--- src/rtl/alu16_pkg.sv ---
package alu16_pkg;

    typedef enum logic [3:0] {
        OP_ADD = 4'd0,
        OP_SUB = 4'd1,
        OP_INC = 4'd2,
        OP_DEC = 4'd3,
        OP_AND = 4'd4,
        OP_OR  = 4'd5,
        OP_XOR = 4'd6,
        OP_NOT = 4'd7,
        OP_SHL = 4'd8,
        OP_SHR = 4'd9,
        OP_ROL = 4'd10,
        OP_ROR = 4'd11
    } alu_op_e;

    typedef struct packed {
        logic cf;
        logic zf;
        logic sf;
        logic of;
        logic pf;
    } flags_t;

    localparam int PAR_W = 8;

endpackage

--- src/rtl/alu16_arith.sv ---
module alu16_arith #(
    parameter int DW = 16
) (
    input  logic [DW-1:0] a_i,
    input  logic [DW-1:0] b_i,
    input  logic          sub_i,
    input  logic          one_i,
    input  logic          byte_i,
    output logic [DW-1:0] res_o,
    output logic          cf_o,
    output logic          of_o
);
    localparam int HW = DW / 2;

    logic [DW-1:0] rhs;
    logic [DW:0]   full;
    logic          sgn_a, sgn_b, sgn_r;

    always_comb begin
        rhs  = one_i ? DW'(1) : b_i;
        full = sub_i ? ({1'b0, a_i} - {1'b0, rhs}) : ({1'b0, a_i} + {1'b0, rhs});
        if (byte_i) begin
            res_o = {{(DW-HW){1'b0}}, full[HW-1:0]};
            cf_o  = full[HW];
            sgn_a = a_i[HW-1];
            sgn_b = rhs[HW-1];
            sgn_r = full[HW-1];
        end else begin
            res_o = full[DW-1:0];
            cf_o  = full[DW];
            sgn_a = a_i[DW-1];
            sgn_b = rhs[DW-1];
            sgn_r = full[DW-1];
        end
        if (sub_i) of_o = (sgn_a != sgn_b) && (sgn_r != sgn_a);
        else       of_o = (sgn_a == sgn_b) && (sgn_r != sgn_a);
    end

endmodule

--- src/rtl/alu16_logic.sv ---
module alu16_logic #(
    parameter int DW = 16
) (
    input  logic [DW-1:0] a_i,
    input  logic [DW-1:0] b_i,
    input  logic [1:0]    sel_i,
    input  logic          byte_i,
    output logic [DW-1:0] res_o
);
    localparam int HW = DW / 2;

    logic [DW-1:0] raw;
    logic [DW-1:0] keep;

    always_comb begin
        unique case (sel_i)
            2'd0:    raw = a_i & b_i;
            2'd1:    raw = a_i | b_i;
            2'd2:    raw = a_i ^ b_i;
            default: raw = ~a_i;
        endcase
        keep  = byte_i ? {{(DW-HW){1'b0}}, {HW{1'b1}}} : {DW{1'b1}};
        res_o = raw & keep;
    end

endmodule

--- src/rtl/alu16_shift.sv ---
module alu16_shift #(
    parameter int DW = 16,
    parameter int CW = 8
) (
    input  logic [DW-1:0] a_i,
    input  logic [CW-1:0] cnt_i,
    input  logic [1:0]    kind_i,
    input  logic          byte_i,
    output logic [DW-1:0] res_o,
    output logic          cf_o
);
    localparam int HW = DW / 2;

    logic [DW:0]   sl, sr;
    logic [CW-1:0] amt;
    logic [HW-1:0] lo, rl_b, rr_b;
    logic [DW-1:0] rl_w, rr_w;

    always_comb begin
        sl   = {1'b0, a_i} << cnt_i;
        sr   = {a_i, 1'b0} >> cnt_i;
        amt  = byte_i ? (cnt_i % CW'(HW)) : (cnt_i % CW'(DW));
        lo   = a_i[HW-1:0];
        rl_w = (a_i << amt) | (a_i >> (DW - int'(amt)));
        rr_w = (a_i >> amt) | (a_i << (DW - int'(amt)));
        rl_b = (lo << amt) | (lo >> (HW - int'(amt)));
        rr_b = (lo >> amt) | (lo << (HW - int'(amt)));
        unique case (kind_i)
            2'd0: begin
                res_o = byte_i ? {{(DW-HW){1'b0}}, sl[HW-1:0]} : sl[DW-1:0];
                cf_o  = byte_i ? sl[HW] : sl[DW];
            end
            2'd1: begin
                res_o = sr[DW:1];
                cf_o  = sr[0];
            end
            2'd2: begin
                res_o = byte_i ? {{(DW-HW){1'b0}}, rl_b} : rl_w;
                cf_o  = res_o[0];
            end
            default: begin
                res_o = byte_i ? {{(DW-HW){1'b0}}, rr_b} : rr_w;
                cf_o  = byte_i ? res_o[HW-1] : res_o[DW-1];
            end
        endcase
    end


    always_comb begin
        if (cnt_i == '0) begin
            zero_count_pass_chk: assert (res_o == a_i);
        end
    end

endmodule

--- src/rtl/alu16_flags_unit.sv ---
module alu16_flags_unit
    import alu16_pkg::*;
#(
    parameter int DW = 16,
    parameter int CW = 8
) (
    input  logic          clk,
    input  logic          rst_n,
    input  logic [DW-1:0] a_i,
    input  logic [DW-1:0] b_i,
    input  logic [3:0]    op_i,
    input  logic          byte_i,
    input  logic [CW-1:0] cnt_i,
    input  logic          upd_i,
    output logic [DW-1:0] res_o,
    output logic          cf_o,
    output logic          zf_o,
    output logic          sf_o,
    output logic          of_o,
    output logic          pf_o
);
    localparam int HW = DW / 2;

    alu_op_e       op;
    logic [DW-1:0] am, bm;
    logic [DW-1:0] ar_res, lg_res, sh_res;
    logic          ar_cf, ar_of, sh_cf;
    flags_t        flg_d, flg_q;
    logic          zsp_z, zsp_s, zsp_p;

    assign op = alu_op_e'(op_i);
    assign am = byte_i ? {{(DW-HW){1'b0}}, a_i[HW-1:0]} : a_i;
    assign bm = byte_i ? {{(DW-HW){1'b0}}, b_i[HW-1:0]} : b_i;

    alu16_arith #(.DW(DW)) u_arith (
        .a_i    (am),
        .b_i    (bm),
        .sub_i  (op_i[0]),
        .one_i  (op_i[1]),
        .byte_i (byte_i),
        .res_o  (ar_res),
        .cf_o   (ar_cf),
        .of_o   (ar_of)
    );

    alu16_logic #(.DW(DW)) u_logic (
        .a_i    (am),
        .b_i    (bm),
        .sel_i  (op_i[1:0]),
        .byte_i (byte_i),
        .res_o  (lg_res)
    );

    alu16_shift #(.DW(DW), .CW(CW)) u_shift (
        .a_i    (am),
        .cnt_i  (cnt_i),
        .kind_i (op_i[1:0]),
        .byte_i (byte_i),
        .res_o  (sh_res),
        .cf_o   (sh_cf)
    );

    always_comb begin
        if (op_i[3:2] == 2'b00)      res_o = ar_res;
        else if (op_i[3:2] == 2'b01) res_o = lg_res;
        else if (op_i[3:2] == 2'b10) res_o = sh_res;
        else                         res_o = '0;

        zsp_z = (res_o == '0);
        zsp_s = byte_i ? res_o[HW-1] : res_o[DW-1];
        zsp_p = ~^res_o[PAR_W-1:0];

        flg_d = flg_q;
        if (upd_i) begin
            unique case (op)
                OP_ADD, OP_SUB: begin
                    flg_d = '{cf: ar_cf, zf: zsp_z, sf: zsp_s, of: ar_of, pf: zsp_p};
                end
                OP_INC, OP_DEC: begin
                    flg_d = '{cf: flg_q.cf, zf: zsp_z, sf: zsp_s, of: ar_of, pf: zsp_p};
                end
                OP_AND, OP_OR, OP_XOR, OP_NOT: begin
                    flg_d = '{cf: 1'b0, zf: zsp_z, sf: zsp_s, of: 1'b0, pf: zsp_p};
                end
                OP_SHL, OP_SHR: begin
                    if (cnt_i != '0)
                        flg_d = '{cf: sh_cf, zf: zsp_z, sf: zsp_s, of: 1'b0, pf: zsp_p};
                end
                OP_ROL, OP_ROR: begin
                    if (cnt_i != '0) begin
                        flg_d.cf = sh_cf;
                        flg_d.of = 1'b0;
                    end
                end
                default: flg_d = flg_q;
            endcase
        end
    end

    always_ff @(posedge clk or negedge rst_n) begin
        if (!rst_n) flg_q <= '0;
        else        flg_q <= flg_d;
    end

    assign cf_o = flg_q.cf;
    assign zf_o = flg_q.zf;
    assign sf_o = flg_q.sf;
    assign of_o = flg_q.of;
    assign pf_o = flg_q.pf;


    flags_hold_chk: assert property (@(posedge clk) disable iff (!rst_n)
        !upd_i |=> $stable({cf_o, zf_o, sf_o, of_o, pf_o}));


    incdec_carry_chk: assert property (@(posedge clk) disable iff (!rst_n)
        (upd_i && (op_i == 4'd2 || op_i == 4'd3)) |=> $stable(cf_o));


    logic_clear_chk: assert property (@(posedge clk) disable iff (!rst_n)
        (upd_i && op_i[3:2] == 2'b01) |=> (!cf_o && !of_o));


    zero_count_flags_chk: assert property (@(posedge clk) disable iff (!rst_n)
        (upd_i && op_i[3:2] == 2'b10 && cnt_i == '0) |=> $stable({cf_o, zf_o, sf_o, of_o, pf_o}));


    zero_flag_chk: assert property (@(posedge clk) disable iff (!rst_n)
        (upd_i && op_i[3] == 1'b0) |=> (zf_o == ($past(res_o) == '0)));


    byte_upper_chk: assert property (@(posedge clk) disable iff (!rst_n)
        byte_i |-> (res_o[DW-1:HW] == '0));


    unused_op_chk: assert property (@(posedge clk) disable iff (!rst_n)
        (upd_i && op_i[3:2] == 2'b11) |=> $stable({cf_o, zf_o, sf_o, of_o, pf_o}));


    reset_clear_chk: assert property (@(posedge clk)
        !rst_n |-> ({cf_o, zf_o, sf_o, of_o, pf_o} == 5'b0));

endmodule

--- config.mk ---
export PLATFORM = sky130hd
export DESIGN_NAME = alu16_flags_unit
export DESIGN_NICKNAME = d
export VERILOG_FILES = /design/src/rtl/alu16_pkg.sv /design/src/rtl/alu16_arith.sv /design/src/rtl/alu16_logic.sv /design/src/rtl/alu16_shift.sv /design/src/rtl/alu16_flags_unit.sv
export SDC_FILE = /design/constraint.sdc
export NUM_CORES = 1
export LEC_CHECK = 0
export BUFFER_PORTS_ARGS = -buffer_cell sky130_fd_sc_hd__buf_2
export CORE_MARGIN = 1.5
export CORE_UTILIZATION = 60
export DETAILED_ROUTE_END_ITERATION = 8
export PLACE_DENSITY = 0.8
export SLEW_MARGIN = 20
export SYNTH_ARGS = -nofsm -noshare
export SYNTH_HDL_FRONTEND = slang
export SYNTH_HIERARCHICAL = 1
export SYNTH_SLANG_ARGS = --single-unit
--- constraint.sdc ---
create_clock -name clk -period 4.95 [get_ports clk]
set_input_delay 0.495 -clock clk [delete_from_list [all_inputs] [get_ports clk]]
set_output_delay 0.495 -clock clk [all_outputs]
set_load 0.005 [all_outputs]
### Yosys cells after proc, flatten, opt, wreduce, memory -nomap -nowiden

Cells that the tools add are included.

* flip-flop bits (word level): 5

* bitwise operators: 9
* eq/ne operators: 20
* add/sub/neg operators: 4
* shift-type cells: 10
* mux-type cells: 31
* reduce and logical (&&, ||, !) cells: 20

Operators with widths (number)
* 16-bit 2-to-1 mux: 11
* 16-bit one-hot mux with 3 select lines: 2
* 16-bit OR: 3
* 16-bit AND: 2
* 16-bit by 32-bit << shifter with 16-bit output: 1
* 8-bit by 32-bit << shifter with 8-bit output: 1
* 16-bit by 32-bit right shift with 16-bit output: 1
* 8-bit by 32-bit right shift with 8-bit output: 1
* 16-bit by 16-bit adder with 17-bit output: 1
* 17-bit 2-to-1 mux: 1
* 16-bit by 8-bit << shifter with 17-bit output: 1
* 17-bit by 8-bit right shift with 17-bit output: 1
* 16-bit by 16-bit subtractor with 17-bit output: 1
* 4-bit by 3-bit == test with 1-bit output (second input constant): 4
* 4-bit == test (second input constant): 4
* 16-bit zero test: 1
* 16-bit inverter: 1
* 8-bit OR: 2
* 16-bit by 8-bit << shifter with 16-bit output: 1
* 16-bit by 8-bit right shift with 16-bit output: 1
* 16-bit bitwise XOR: 1
* 1-bit 2-to-1 mux: 10
* 4-bit by 8-bit subtractor with 9-bit output (first input constant): 1
* 5-bit by 8-bit subtractor with 9-bit output (first input constant): 1
* 27 further kinds: 40

### Longest topological paths before layout

* word-level depth: 12
* mapped depth: 24
* mapped depth without buffers: 20

### Cells and area by module

The synthesis kept the hierarchy.

Modules (own cells, without submodules)
* alu16_shift: area each 4468.0 µm², sequential area each 0.0 µm², cells an instance 609, times used 1
* alu16_arith: area each 1502.7 µm², sequential area each 0.0 µm², cells an instance 234, times used 1
* alu16_logic: area each 994.7 µm², sequential area each 0.0 µm², cells an instance 143, times used 1
* alu16_flags_unit: area each 852.1 µm², sequential area each 125.1 µm², cells an instance 113, times used 1

### Worst setup path before layout

Ideal clock, no wire load.

* kind: input to register
* from: in op_i[1]
* to: reg flg_q, in the netlist pf_o
* arrival: 4.423 ns
* stages: 21
* path slack: 0.389 ns
* buffers on the path: 3
* setup time: 0.138 ns
* data required time: 4.812 ns
* cells stage by stage: clkbuf_1 clkbuf_1 inv_1 clkbuf_1 nand2_1 ha_1 o21ai_0 o311ai_0 ha_1 o211ai_1 a21o_1 and3_1 or2_2 nor2_1 mux2i_1 o21ai_0 inv_1 ha_1 xor2_1 xnor2_1 o21ai_0

* longest elaborated chain between the ends: 8

Ends and longest elaborated chain
* start, declared: RTL line alu16_flags_unit.sv:11 `input logic [3:0] op_i,`
* 16-bit 2-to-1 mux (*): RTL line alu16_arith.sv:20 `rhs = one_i ? DW'(1) : b_i;`
* 16-bit by 16-bit adder with 17-bit output / 16-bit by 16-bit subtractor with 17-bit output (equally long branches): RTL line alu16_arith.sv:21 `full = sub_i ? ({1'b0, a_i} - {1'b0, rhs}) : ({1'b0, a_i} + {1'b0, rhs});`
* 17-bit 2-to-1 mux (*): RTL line alu16_arith.sv:21
* 16-bit 2-to-1 mux (*): RTL line alu16_arith.sv:22 `if (byte_i) begin`
* net ar_res[7]: RTL line alu16_flags_unit.sv:26 `logic [DW-1:0] ar_res, lg_res, sh_res;`
* 16-bit 2-to-1 mux (*): RTL line alu16_flags_unit.sv:64 `if (op_i[3:2] == 2'b00) res_o = ar_res;`
* net res_o[7]: RTL line alu16_flags_unit.sv:15 `output logic [DW-1:0] res_o,`
* 8-bit XNOR reduction (*): RTL line alu16_flags_unit.sv:71 `zsp_p = ~^res_o[PAR_W-1:0];`
* 5-bit 2-to-1 mux: RTL line alu16_flags_unit.sv:86 `if (cnt_i != '0)`
* 1-bit one-hot mux with 2 select lines (*): RTL line alu16_flags_unit.sv:75 `unique case (op)`
* end signal, assigned: RTL line alu16_flags_unit.sv:102 `else flg_q <= flg_d;`
* end, declared: RTL line alu16_flags_unit.sv:28 `flags_t flg_d, flg_q;`

Mark *: on every way through the listed nets, which the timed path passes. The rest lies on a longest branch. The select of a mux whose other input is x is not followed.
A chain may end at the register's enable or synchronous reset.

### Worst setup path in the final report

* from: in op_i[1]
* to: out res_o[13]

* longest elaborated chain between the ends: 5

Ends and longest elaborated chain (RTL line)
* 16-bit 2-to-1 mux (*): alu16_arith.sv:20
* 16-bit by 16-bit adder with 17-bit output / 16-bit by 16-bit subtractor with 17-bit output (equally long branches): alu16_arith.sv:21
* 17-bit 2-to-1 mux (*): alu16_arith.sv:21
* 16-bit 2-to-1 mux (*): alu16_arith.sv:22
* net ar_res[13]: alu16_flags_unit.sv:26
* 16-bit 2-to-1 mux (*): alu16_flags_unit.sv:64
* end, declared: alu16_flags_unit.sv:15

Mark *: on every way through the listed nets, which the timed path passes. The rest lies on a longest branch.

==> flow_summary.json <==
{
  "status": "complete, no violations",
  "cts_root_buffer": "clkbuf_16",
  "io_buffers": 68,
  "slowest_stage": "a31oi_1",
  "cts_tree": "yes",
  "end_kind": "primary output",
  "wl_per_cell_um": 25.3,
  "nets": 1228,
  "cp_data_required_time_ps": 4450,
  "powerDensity_mw_per_mm2": 151,
  "top_layer_used": "met4",
  "first_pass_iters": 7,
  "gr-total-overflow": 0,
  "max_freq_mhz": 214,
  "ys_seq_area_share_pct": 1.60,
  "rows": 41,
  "finalWorstSetupSlack_ps": 272,
  "cts.path.max_buffers": 2,
  "hold_path_class": "in -> async",
  "fin_crit_sh_pct": 94.5,
  "drt_iter0_markers": 1621,
  "worst_slew_pin_slew_ps": 1100,
  "finalMaxSlewViolations": 0,
  "syn_area_mm2": 0.00782,
  "wl_um": 32900,
  "ir_worst_vdd_mv": 0.0872,
  "yosysWarnings": 6,
  "syn2layout_area_growth_pct": 6.11,
  "arrival_ps": 4180,
  "start_util_pct": 61.7,
  "grt_use_total_pct": 47.1,
  "met1_length_um": 13000,
  "cp_num_buf_inv": 4,
  "antenna_found_initial": 2,
  "ys.flop_type": "dfrtp_1",
  "cts_inserted_buffers": 3,
  "via_count": 9495,
  "fin_setup_tns_ps": 0,
  "cts.sinks": 5,
  "drive_above_1_share_pct": 18.8,
  "fin_cells": 1299,
  "setup_violations": 0,
  "grt_max_degree": 60,
  "path_clk_slew_ps": 40,
  "dieArea_mm2": 0.0137,
  "drc": 0,
  "ctsHtreeMaxLevel": 1,
  "final_cell_mix": "nor2_1, nand2_1, mux2i_1, o21ai_0, buf_2",
  "synth.avg_cell_area_um2": 7.11,
  "routed_via_density": 7.31,
  "post-place-ws_ps": 435,
  "coreArea_mm2": 0.0127,
  "gp_congestion": 1.10,
  "crit_chain": "buf_2, buf_4, inv_1, nand2_1, ha_1, o21a_1, nor2_1, o211ai_1, ha_1, a21o_1, o21ai_0, a31oi_1, o2111ai_1, and3b_1, nor3_1, mux2i_1, o2bb2ai_1, buf_2",
  "hold-worst-slack_ps": 76.1,
  "rsz0062_at_grt": "no",
  "post_cts_buffers": 0,
  "path_max_fanout": 22,
  "grt_pass1_vias": 8059,
  "dp_cells": 1292,
  "synth_edf_count": 0,
  "crit_type": "in -> out",
  "mostFrequentLayoutCell": "nor2_1",
  "wl_met3_um": 5550,
  "hpwl_um": 24500,
  "p_leak_nw": 3.54,
  "ant_nets": 0,
  "fin_worst_skew_ps": 0,
  "cts_resized": 0,
  "clock_latency_ps": 230,
  "ioPinCount": 69,
  "slew_headroom_pct": 25.9,
  "fin_area_mm2": 0.00830,
  "drv_cap": 0,
  "syn-num-nets": 1202,
  "grt_first_pass_wirelength_um": 48500,
  "die_x_um": 117,
  "synth_cell_types": 88,
  "syn_inst": 1099,
  "die_h_um": 117,
  "synth_seq_cells": 5,
  "cpPeakStageDelay_ps": 400,
  "cp_top_family": "compound AO/OA/AOI/OAI gates",
  "async_reset_ff_share_pct": 100,
  "dpl_cell_area_mm2": 0.00821,
  "cts.hold.buffers_added": 0,
  "route.met2.wl_um": 13100,
  "hold_violations": 0,
  "cp-start-kind": "input pin",
  "period_minus_slack_ps": 4680
}
-- per-layer routing --
layer | global-route usage, % | vias up
met3 | 16.8 | 124
met4 | 15.7 | 0
li1 | - | 4160
met5 | 0 | -
met2 | 66.4 | 820
met1 | 66.3 | 4391
-- sequential cells by signal, summed over array words and instances (netlist names) --
signal  count
pf_o        1
cf_o        1
of_o        1
zf_o        1
sf_o        1
-- area by class of cell --
| cell class | count | area (µm²) |
|---|---|---|
| multi-input cells | 926 | 6850 |
| fillers | 1132 | 4380 |
| repair buffers | 124 | 776 |
| inverters | 65 | 244 |
| well taps | 172 | 215 |
| flip-flops and latches | 5 | 125 |
| clock buffers | 3 | 75.1 |
| diodes | 3 | 7.51 |
| clock inverters | 1 | 5.00 |
-- synth_stat cells (all sizes together) (14+ instances only) --
library cell / instances / share of area (%)
a211oi: 14 / 1.4
a21oi: 63 / 4.1
a31oi: 17 / 1.4
buf: 62 / 5.7
clkbuf: 41 / 2.0
ha: 54 / 8.6
inv: 64 / 3.1
mux2: 17 / 2.5
mux2i: 78 / 10
mux4: 36 / 11
nand2: 99 / 4.8
nand2b: 17 / 1.4
nand3: 30 / 1.9
nor2: 110 / 5.4
nor2b: 31 / 2.5
nor3: 25 / 1.7
nor4: 14 / 1.4
o211ai: 17 / 1.6
o21ai: 84 / 5.4
o22ai: 23 / 1.8
or2: 14 / 1.1
xnor2: 14 / 1.7
-- path summary, 6_finish.rpt --
kind	start	end	slack (ps)	cells past startpoint
max	op_i[1]	res_o[13]	270	18
min	rst_n	cf_o	80	1
max reg2reg	cf_o	cf_o	4090	1
min reg2reg	zf_o	zf_o	500	2
max in group asynchronous	rst_n	of_o	4740	1
min in group clk	zf_o	zf_o	500	2
-- cell families after synthesis --
group | Yosys count | share of synthesized area, %
AND/OR/NAND/NOR | 378 | 23.5
flip-flops | 5 | 1.60
adder cells (fa/ha/maj) | 55 | 8.90
AO/OA/AOI/OAI | 343 | 29.8
XOR/XNOR | 19 | 2.32
multiplexers | 131 | 23.1
buffers and inverters | 168 | 10.8
-- power breakdown --
part	switching [mW]	leakage, nW	internal, mW
logic	0.656	3.43	0.408
clock network	0.0290	0.0409	0.106
registers	0.00583	0.0657	0.0499
-- stage by stage --
stage / utilization, % / power, mW
3_3_place_gp: 64.8 / 1.05
2_1_floorplan: - / 0.768
6_report: 65.5 / 1.25
5_1_grt: 65.4 / 1.32
4_1_cts: 65.4 / 1.20
3_5_place_dp: 64.8 / 1.06
No activity file was read; power rests on OpenSTA's default activity.
